[src/rtl/chan_loc_pkg.sv]
package chan_loc_pkg;
  localparam int unsigned DEF_ADDR_W = 19;
  typedef enum logic {XFER_IDLE = 1'b0, XFER_RUN = 1'b1} xfer_state_e;
endpackage

[src/rtl/chan_start_reg.sv]
module chan_start_reg #(
  parameter int unsigned ADDR_W = chan_loc_pkg::DEF_ADDR_W
) (
  input  logic              clk_i,
  input  logic              rst_ni,
  input  logic              load_i,
  input  logic [ADDR_W-1:0] addr_i,
  output logic [ADDR_W-1:0] start_o
);
  logic [ADDR_W-1:0] start_q;

  always_ff @(posedge clk_i or negedge rst_ni) begin
    if (!rst_ni)     start_q <= '0;
    else if (load_i) start_q <= addr_i;
  end

  assign start_o = start_q;

  assert_start_hold_R3: assert property (@(posedge clk_i) disable iff (!rst_ni)
    !load_i |=> $stable(start_o));
endmodule

[src/rtl/chan_cur_ctr.sv]
module chan_cur_ctr #(
  parameter int unsigned ADDR_W = chan_loc_pkg::DEF_ADDR_W
) (
  input  logic              clk_i,
  input  logic              rst_ni,
  input  logic              load_i,
  input  logic [ADDR_W-1:0] addr_i,
  input  logic              step_i,
  output logic [ADDR_W-1:0] cur_o
);
  localparam logic [ADDR_W-1:0] Inc = ADDR_W'(1);

  logic [ADDR_W-1:0] cur_q;

  always_ff @(posedge clk_i or negedge rst_ni) begin
    if (!rst_ni)      cur_q <= '0;
    else if (load_i)  cur_q <= addr_i;
    else if (step_i)  cur_q <= cur_q + Inc;   // wraps modulo 2^ADDR_W
  end

  assign cur_o = cur_q;

  assert_hold_no_step_R6: assert property (@(posedge clk_i) disable iff (!rst_ni)
    (!load_i && !step_i) |=> $stable(cur_o));
endmodule

[src/rtl/chan_rec_ctl.sv]
module chan_rec_ctl (
  input  logic clk_i,
  input  logic rst_ni,
  input  logic load_i,
  input  logic strobe_i,
  input  logic word_mark_i,
  input  logic item_mark_i,
  output logic step_o,
  output logic done_o
);
  import chan_loc_pkg::*;

  xfer_state_e state_q, state_d;
  logic        done_q;
  logic        rec_mark;

  assign step_o   = strobe_i && (state_q == XFER_RUN) && !load_i;
  assign rec_mark = step_o && word_mark_i && item_mark_i;

  always_comb begin
    state_d = state_q;
    if (load_i)        state_d = XFER_RUN;
    else if (rec_mark) state_d = XFER_IDLE;
  end

  always_ff @(posedge clk_i or negedge rst_ni) begin
    if (!rst_ni) begin
      state_q <= XFER_IDLE;
      done_q  <= 1'b0;
    end else begin
      state_q <= state_d;
      done_q  <= rec_mark;
    end
  end

  assign done_o = done_q;

  assert_done_single_R4: assert property (@(posedge clk_i) disable iff (!rst_ni)
    done_o |=> !done_o);
  assert_done_cause_R4: assert property (@(posedge clk_i) disable iff (!rst_ni)
    done_o |-> $past(strobe_i && word_mark_i && item_mark_i && !load_i));
  assert_load_wins_R9: assert property (@(posedge clk_i) disable iff (!rst_ni)
    load_i |=> !done_o);
endmodule

[src/rtl/chan_loc_pair.sv]
module chan_loc_pair #(
  parameter int unsigned ADDR_W = chan_loc_pkg::DEF_ADDR_W
) (
  input  logic              clk_i,
  input  logic              rst_ni,
  input  logic              load_i,
  input  logic [ADDR_W-1:0] load_addr_i,
  input  logic              char_strobe_i,
  input  logic              word_mark_i,
  input  logic              item_mark_i,
  output logic [ADDR_W-1:0] start_addr_o,
  output logic [ADDR_W-1:0] cur_addr_o,
  output logic [ADDR_W-1:0] length_o,
  output logic              done_o
);
  logic step;

  chan_rec_ctl i_ctl (
    .clk_i       (clk_i),
    .rst_ni      (rst_ni),
    .load_i      (load_i),
    .strobe_i    (char_strobe_i),
    .word_mark_i (word_mark_i),
    .item_mark_i (item_mark_i),
    .step_o      (step),
    .done_o      (done_o)
  );

  chan_start_reg #(.ADDR_W(ADDR_W)) i_start (
    .clk_i   (clk_i),
    .rst_ni  (rst_ni),
    .load_i  (load_i),
    .addr_i  (load_addr_i),
    .start_o (start_addr_o)
  );

  chan_cur_ctr #(.ADDR_W(ADDR_W)) i_cur (
    .clk_i  (clk_i),
    .rst_ni (rst_ni),
    .load_i (load_i),
    .addr_i (load_addr_i),
    .step_i (step),
    .cur_o  (cur_addr_o)
  );

  assign length_o = cur_addr_o - start_addr_o;

  assert_load_both_R2: assert property (@(posedge clk_i) disable iff (!rst_ni)
    load_i |=> (start_addr_o == $past(load_addr_i)) && (cur_addr_o == $past(load_addr_i)));
  assert_idle_after_done_R6: assert property (@(posedge clk_i) disable iff (!rst_ni)
    (done_o && !load_i) |=> $stable(cur_addr_o));
  assert_step_one_R3: assert property (@(posedge clk_i) disable iff (!rst_ni)
    (char_strobe_i && !load_i && !done_o && $past(load_i)) |=>
      (cur_addr_o == ADDR_W'($past(cur_addr_o) + 1'b1)));
endmodule

[config.mk]
export PLATFORM = sky130hd
export DESIGN_NAME = chan_loc_pair
export DESIGN_NICKNAME = d
export VERILOG_FILES = /design/src/rtl/chan_loc_pkg.sv /design/src/rtl/chan_start_reg.sv /design/src/rtl/chan_cur_ctr.sv /design/src/rtl/chan_rec_ctl.sv /design/src/rtl/chan_loc_pair.sv
export SDC_FILE = /design/constraint.sdc
export NUM_CORES = 1
export LEC_CHECK = 0
export BUFFER_PORTS_ARGS = -buffer_cell sky130_fd_sc_hd__buf_2
export CORE_MARGIN = 8
export CORE_UTILIZATION = 29
export CTS_CLUSTER_SIZE = 10
export DETAILED_ROUTE_END_ITERATION = 6
export PLACE_DENSITY = 0.57
export SKIP_CTS_REPAIR_TIMING = 1
export SKIP_LAST_GASP = 1
export SLEW_MARGIN = 25
export SYNTH_ARGS = -nofsm -noshare
export SYNTH_HDL_FRONTEND = slang
export SYNTH_SLANG_ARGS = --single-unit
export TNS_END_PERCENT = 50
[constraint.sdc]
create_clock -name clk_i -period 3.3 [get_ports clk_i]
set_input_delay 0.33 -clock clk_i [delete_from_list [all_inputs] [get_ports clk_i]]
set_output_delay 0.33 -clock clk_i [all_outputs]
set_load 0.005 [all_outputs]
# Word level (Yosys, flattened, before mapping)
# Index checks and enable logic that the tools add are counted.
# totals
word_cells	17
reg_bits	40
out_inout_bits	58
in_bits	25
# op_classes
muxes	4
reduce_logical	7
addsub	2
# op_table
cell	count
$mux 19	2
$add 19x1->19 const B	1
$sub 19x19->19	1
$logic_and 1x1->1	4
$reduce_bool 2->1	2
$mux 1	2
$logic_not 1->1	1

# Longest topological paths before layout
# Gate-level depths: netlist of run 1.
# depth
word_depth	6
depth_mapped	10
mapped_depth_nobuf	10

# Modules after synthesis
# Synthesis of run 1 repeated with hierarchy kept, for this count alone.
# hier_totals
cells_unflattened	323
area_unflattened_um2	3006.6
# by_module_without_submodules
module	instances	area_each_um2	seq_area_each_um2	cells_per_inst
chan_cur_ctr	1	1088.5	475.5	117
chan_loc_pair	1	1076.0	0.0	158
chan_start_reg	1	758.2	475.5	40
chan_rec_ctl	1	83.8	50.0	8

# Least setup slack after synthesis of run 1
# No wires, ideal clock.
# synth_timing
path_type	register to output
startpoint	register i_cur.cur_q[0] (netlist: i_cur.cur_o[0])
endpoint	output port length_o[16]
arrival_ps	2152
setup_slack_ps	818
required_time_ps	2970
path_stages_with_launch	11
path_buffers	0
cell_sequence	dfrtp_1 > inv_1 > ha_1 > inv_1 > fa_1 > a21o_1 > a221oi_2 > nor2_1 > nor2b_1 > o211ai_1 > xor2_1
# synth_between
elab_chain_len	1
# synth_lines
item	line	text
from (decl)	chan_cur_ctr.sv:13	logic [ADDR_W-1:0] cur_q;
from (signal assigned)	chan_cur_ctr.sv:17	else if (load_i) cur_q <= addr_i;
from (signal assigned)	chan_cur_ctr.sv:18	else if (step_i) cur_q <= cur_q + Inc;
$sub 19x19->19	chan_loc_pair.sv:46	assign length_o = cur_addr_o - start_addr_o;
to (decl)	chan_loc_pair.sv:13	output logic [ADDR_W-1:0] length_o,
# No other way between the ends.

# Worst setup path in the final report of run 1
# Same ends and word-level chain as after synthesis.

==> run_results.csv, run 1 <==
group,metric,value,unit
critical_path,crit_path_max_fanout,7,
min_path,hold_path_class,"input pin to async pin",
floorplan,die-width,110,um
layout,multiInputGateArea,1440,um^2
synthesis,postSynthRegisterBits,40,
route,routed_wire_length_per_instance,15.2,um
sta,report.final.slew_viol_count,0,
layout,num-fill-cells,920,
route,post_drt_via_cell_ratio,4.79,
sta,setup_violations,0,
route,antenna_violating_nets_post_route,0,
floorplan,rows,34,
layout,final_layout_size_suffix_gt1_share,25.7,%
power_and_ir_drop,cellInternalPower,948,uW
cts,clk_latency_worst_skew_pair,280,ps
cts,ctsLongestPathBuffers,2,
synthesis,average_cell_area_after_synthesis,8.81,um^2
place,placer_congestion_estimate,0.811,
sta,clock-skew-final,4.07,ps
synthesis,mappedNetlistArea,2560,um^2
sta,setup_repair_after_global_routing_missed_its_margin,"yes",
grt,grt_antenna_before_repair,0,
synthesis,synthDominantAreaCellType,"sky130_fd_sc_hd__dfrtp_1",
critical_path,arrival,2790,ps
power_and_ir_drop,power_frac_comb,40.2,%
power_and_ir_drop,leakage,1.54,nW
floorplan,die_area,12100,um^2
synthesis,synth.top_cells.by_area,"sky130_fd_sc_hd__dfrtp_1 (39%), sky130_fd_sc_hd__ha_1 (9.3%), sky130_fd_sc_hd__o21ai_0 (7.6%)",
synthesis,ys_warn_count,0,
power_and_ir_drop,switching_share,36.3,%
sta,fin_setup_tns,0,ps
power_and_ir_drop,share_of_power_burned_in_the_clock_network,20.5,%
synthesis,synth-seq-area-share,39.1,%
synthesis,synth_async_sr_flop_share,100,%
synthesis,top_area_cell_type_share_of_the_netlist_area,39.1,%
cts,clock_sinks,40,
sta,finalCritPeriodShare,94.5,%
grt,global_route.usage.total,12.2,%
synthesis,yosysMostFrequentCell,"sky130_fd_sc_hd__dfrtp_1",
critical_path,worst_setup_path_start_kind,"flop",
critical_path,worst-r2r-cell-count,6,
critical_path,critical_path_required,2970,ps
layout,nets,415,
grt,first_pass_grt_wire_length,11700,um
route,drt_iter0_drc,99,
floorplan,io_pins,83,
critical_path,worstReg2RegEnd,"i_cur.cur_o[18]$_DFFE_PN0P_",
sta,timing_hold_violations_final,0,
job,max-cap-violations,0,
route,drt-pass1-iter-count,4,
power_and_ir_drop,worst_ir_drop_vdd,0.157,mV
floorplan,die_h,110,um
critical_path,critical_path.endpoint_type,"primary output",
place,portBuffers,82,
sta,slew-limit-headroom,37.2,%
critical_path,worst-r2r-setup-slack,1530,ps
cts,cts_buffers,5,
synthesis,syn-instance-count,291,
grt,overflow,0,
layout,antennaDiodeCount,0,
layout,syn_to_final_growth,23.3,%
route,route.detailed.drc,0,
synthesis,number_of_synthesized_flops_with_an_enable_pin,0,
grt,number_of_global_route_vias_before_repair,2273,
critical_path,cp-startpoint,"i_cur.cur_o[0]$_DFFE_PN0P_",
cts,cts_htree_levels,2,
cts,tritoncts,"built",
route,vias,2289,
status,status,"finished clean",
place,detailedPlacementHpwl,5770,um
layout,area.sequential,1000,um^2
critical_path,criticalPathCategory,"flop to primary output",
place,place_worst_setup_slack,446,ps
sta,setup_slack,182,ps
floorplan,core_region_area,8640,um^2
cts,cts.clk_slew.worst_paths,80,ps
sta,tightestPinTransition,941,ps
power_and_ir_drop,power-per-cell-area,472,nW/um^2
grt,grt_max_degree,60,
route,finalWirelength,7290,um
floorplan,initial_utilization,29.7,%
synthesis,mappedNetlistNets,336,
critical_path,crit_end,"length_o[16]",
critical_path,r2r_start,"i_cur.cur_o[3]$_DFFE_PN0P_",
power_and_ir_drop,netSwitchingPower,542,uW
synthesis,synth_flop_cell,"sky130_fd_sc_hd__dfrtp_1",
sta,fmaxAchievable,321,MHz
sta,finalWorstPathRequiredPeriod,3120,ps
cts,clock-root-buffer,"sky130_fd_sc_hd__clkbuf_8",
power_and_ir_drop,pwr-share-seq,39.3,%
synthesis,synth.distinct_cells,32,
synthesis,synthTopCellsByCount,"sky130_fd_sc_hd__dfrtp_1 (40), sky130_fd_sc_hd__o21ai_0 (39), sky130_fd_sc_hd__nand2_1 (38)",
## power groups by stage
stage / combinational (mW) / clock [mW] / sequential, mW
2_1_floorplan: 0.348 / 0 / 0.591
3_3_place_gp: 0.599 / 0 / 0.594
3_5_place_dp: 0.600 / 0 / 0.595
4_1_cts: 0.604 / 0.319 / 0.586
5_1_grt: 0.677 / 0.335 / 0.595
6_report: 0.599 / 0.305 / 0.586
## logic make-up (layout without fill, tap and decap cells)
| family | count (synthesis) | after routing | synth area share, % |
|---|---|---|---|
| xor gates and xnor gates | 36 | 36 | 12.3 |
| buffers and inverters | 35 | 114 | 5.27 |
| and+or+nand+nor | 78 | 78 | 14.6 |
| muxes | 1 | 1 | 0.391 |
| AOI/OAI and AO/OA | 81 | 81 | 18.3 |
| adders and majority gates | 20 | 20 | 10.1 |
| DFF | 40 | 40 | 39.1 |
## worst min path at each step
| stage | start | to | slack (ps) | depth (start not counted) |
|---|---|---|---|---|
| after floorplan | rst_ni | i_ctl.done_o$_DFF_PN0_ | 30 | 0 |
| after global placement | rst_ni | i_ctl.done_o$_DFF_PN0_ | 510 | 1 |
| after detailed placement | rst_ni | i_ctl.done_o$_DFF_PN0_ | 520 | 1 |
| after CTS | rst_ni | i_ctl.done_o$_DFF_PN0_ | 190 | 1 |
| after global routing | rst_ni | i_ctl.done_o$_DFF_PN0_ | 240 | 1 |
| final | rst_ni | i_ctl.done_o$_DFF_PN0_ | 190 | 1 |
## stage by stage
stage / power [mW] / instance area (um^2) / cells / util, % / hold WS, ps
2_1_floorplan: 0.938 / 2560 / 291 / - / 34.4
3_3_place_gp: 1.19 / 3070 / 471 / 35.5 / 513
3_5_place_dp: 1.20 / 3070 / 471 / 35.5 / 515
4_1_cts: 1.51 / 3140 / 478 / 36.4 / 192
5_1_grt: 1.61 / 3160 / 478 / 36.6 / 238
6_report: 1.49 / 3160 / 478 / 36.6 / 186
## placed cells by master, fill, tap and decap left out, types with 3 or more instances in the layout
cell                       count
sky130_fd_sc_hd__xnor2_1      16
sky130_fd_sc_hd__xor2_1       20
sky130_fd_sc_hd__nand4_1       5
sky130_fd_sc_hd__ha_1         19
sky130_fd_sc_hd__o21a_1        4
sky130_fd_sc_hd__nor2_1        8
sky130_fd_sc_hd__dfrtp_1      40
sky130_fd_sc_hd__nor3_1        3
sky130_fd_sc_hd__clkbuf_8      5
sky130_fd_sc_hd__o21ai_1       6
sky130_fd_sc_hd__a21oi_1      14
sky130_fd_sc_hd__and3_1        5
sky130_fd_sc_hd__o211ai_1      3
sky130_fd_sc_hd__a31oi_1       4
sky130_fd_sc_hd__buf_2        82
sky130_fd_sc_hd__nand3_1      11
sky130_fd_sc_hd__a21o_1        4
sky130_fd_sc_hd__o21ai_0      39
sky130_fd_sc_hd__nand2_1      38
sky130_fd_sc_hd__inv_1        25
## worst max-delay path, cell delays in order (launching register included)
cell and delay [ps]:
sky130_fd_sc_hd__dfrtp_1 460, sky130_fd_sc_hd__inv_1 120, sky130_fd_sc_hd__ha_1 170, sky130_fd_sc_hd__inv_1 60, sky130_fd_sc_hd__fa_1 390, sky130_fd_sc_hd__a21o_1 230, sky130_fd_sc_hd__a221oi_4 320, sky130_fd_sc_hd__nor2_1 120
sky130_fd_sc_hd__nor2b_1 220, sky130_fd_sc_hd__o211ai_1 120, sky130_fd_sc_hd__xor2_1 150, sky130_fd_sc_hd__buf_2 130
## state kept, by name, indices dropped and copies added, names as in the netlist
register / cells
i_ctl.done_o: 1
i_cur.cur_o: 19
i_ctl.state_q: 1
i_start.start_o: 19
## final cells by class
cell class | count | area share (%)
clock buffers | 6 | 2.30
clock inverters | 1 | 0.158
inverters | 25 | 2.97
multi-input cells | 216 | 45.6
flip-flops and latches | 40 | 31.7
well taps | 108 | 4.28
repair buffers | 82 | 13.0
## routing by layer
metal  vias to the layer above  global-route usage, %  routed length (um)
li1                       1160                      -                   -
met3                         4                   2.73                 290
met4                         0                   4.05                  73
met1                      1090                   15.5                3350
met2                        35                   20.1                3570
met5                         -                      0                   0
Note: power is estimated with default switching activity, not from simulation.
==> run 2: changes to the inputs <==
Settings changed: REMOVE_ABC_BUFFERS set to 1.
==> run 2 against run 1 <==
Global-route usage fell by 0.061 points. Fmax shrank 0.54%. Design area grew 0.48%. Die area unchanged. Largest power group unchanged.
==> run_results.csv, run 2 (synthesis gave the netlist of run 1 again) <==
group,metric,value,unit
layout,area.sequential,1000,um^2
cts,clk_latency_worst_skew_pair,290,ps
sta,timing_hold_violations_final,0,
floorplan,die_area,12100,um^2
place,numPlacedInstances,471,
critical_path,worst-r2r-setup-slack,1440,ps
critical_path,crit_path_max_fanout,7,
sta,holdWs,12.7,ps
place,portBuffers,82,
route,antenna_violating_nets_post_route,0,
grt,grt_antenna_before_repair,0,
critical_path,criticalPathCategory,"flop to primary output",
cts,cts_htree_levels,2,
critical_path,critical_path.endpoint_type,"primary output",
status,status,"finished clean",
route,finalWirelength,7250,um
sta,finalCritPeriodShare,95.0,%
sta,fin_setup_tns,0,ps
critical_path,worst_setup_path_start_kind,"flop",
power_and_ir_drop,worst_ir_drop_vdd,0.197,mV
grt,first_pass_grt_wire_length,11700,um
layout,syn_to_final_growth,23.9,%
floorplan,core_region_area,8640,um^2
critical_path,arrival,2800,ps
floorplan,io_pins,83,
layout,final_layout_size_suffix_gt1_share,25.6,%
grt,overflow,0,
layout,final_cells,479,
power_and_ir_drop,leakage,1.55,nW
sta,tightestPinTransition,877,ps
layout,num-fill-cells,943,
sta,clock-skew-final,6.36,ps
sta,finalWorstPathRequiredPeriod,3130,ps
cts,tritoncts,"built",
layout,nets,415,
floorplan,die-width,110,um
layout,mostFrequentLayoutCells,"sky130_fd_sc_hd__buf_2 (81), sky130_fd_sc_hd__dfrtp_1 (40), sky130_fd_sc_hd__o21ai_0 (39)",
cts,ctsLongestPathBuffers,2,
sta,fmaxAchievable,319,MHz
critical_path,critical_path_required,2970,ps
sta,slew-limit-headroom,41.6,%
layout,antennaDiodeCount,0,
route,route.detailed.drc,0,
layout,leading_cell_type_in_the_layout_fill_and_taps_excluded,"sky130_fd_sc_hd__buf_2",
route,vias,2280,
route,drt-pass1-iter-count,4,
sta,setup_violations,0,
floorplan,rows,34,
route,routed_wire_length_per_instance,15.1,um
sta,setup_repair_after_global_routing_missed_its_margin,"yes",
grt,number_of_global_route_vias_before_repair,2363,
route,post_drt_via_cell_ratio,4.76,
cts,clock-root-buffer,"sky130_fd_sc_hd__clkbuf_8",
sta,report.final.slew_viol_count,0,
job,max-cap-violations,0,
cts,clock_sinks,40,
layout,multiInputGateArea,1440,um^2
route,drt_iter0_drc,63,
min_path,hold_path_class,"input pin to async pin",
layout,finish.utilization,36.8,%
place,detailedPlacementHpwl,5770,um
grt,grt_max_degree,60,
grt,global_route.usage.total,12.2,%
floorplan,die_h,110,um
power_and_ir_drop,power-per-cell-area,481,nW/um^2
cts,cts.clk_slew.worst_paths,80,ps
floorplan,initial_utilization,29.7,%
place,placer_congestion_estimate,0.827,
cts,cts_buffers,5,
[run 2: changes by cell type in the layout (fill, tap and decap cells not counted)]
| cell | previous run | this run |
|---|---|---|
| sky130_fd_sc_hd__clkbuf_1 | 1 | 2 |
| sky130_fd_sc_hd__buf_2 | 82 | 81 |
| sky130_fd_sc_hd__clkinv_2 | 1 | 0 |
| sky130_fd_sc_hd__clkbuf_8 | 5 | 6 |
| sky130_fd_sc_hd__buf_4 | 0 | 1 |
[run 2: path summary, 6_finish.rpt]
path	startpoint	to	depth (start not counted)
setup / recovery	i_cur.cur_o[0]$_DFFE_PN0P_	length_o[16]	11
hold / removal	rst_ni	i_start.start_o[3]$_DFFE_PN0P_	1
setup reg to reg	i_cur.cur_o[2]$_DFFE_PN0P_	i_cur.cur_o[18]$_DFFE_PN0P_	6
hold reg to reg	i_start.start_o[18]$_DFFE_PN0P_	i_start.start_o[18]$_DFFE_PN0P_	2
max in group asynchronous	rst_ni	i_cur.cur_o[1]$_DFFE_PN0P_	1
min in group clk_i	word_mark_i	i_ctl.done_o$_DFF_PN0_	3
[run 2: final cells by class]
class,count,area share [%]
Clock buffer,8,2.84
Multi-Input combinational cell,216,45.4
Sequential cell,40,31.5
Timing Repair Buffer,82,13.0
Inverter,25,2.96
Tap cell,108,4.26
[run 2: metal layers]
metal	part of all wire (%)	vias up	wire [um]	global-route usage [%]
li1	-	1163	-	-
met1	44	1058	3160	14.8
met2	48	55	3510	20.5
met3	7.5	4	540	3.78
met4	0.39	0	28	2.89
met5	0	-	0	0
[run 2: stage by stage]
| stage | worst slack (ps) | power, mW | cell area (um^2) |
|---|---|---|---|
| floorplan | 818 | 0.931 | 2520 |
| global placement | 524 | 1.20 | 3070 |
| detailed placement | 478 | 1.20 | 3070 |
| CTS | 137 | 1.55 | 3160 |
| global route | -28.9 | 1.65 | 3170 |
| finish | 165 | 1.53 | 3170 |
[run 2: worst max-delay path, stage by stage, from the launching register on]
cell,delay (ps)
sky130_fd_sc_hd__dfrtp_1,470
sky130_fd_sc_hd__inv_1,120
sky130_fd_sc_hd__ha_1,170
sky130_fd_sc_hd__inv_1,50
sky130_fd_sc_hd__fa_1,410
sky130_fd_sc_hd__a21o_1,220
sky130_fd_sc_hd__a221oi_4,330
sky130_fd_sc_hd__nor2_1,120
sky130_fd_sc_hd__nor2b_1,190
sky130_fd_sc_hd__o211ai_1,120
sky130_fd_sc_hd__xor2_1,180
sky130_fd_sc_hd__buf_2,150
[run 2: report_power, final]
group          switching, mW  internal [mW]
sequential            0.0496          0.534
clock                  0.167          0.171
combinational          0.337          0.270
total                  0.553          0.975
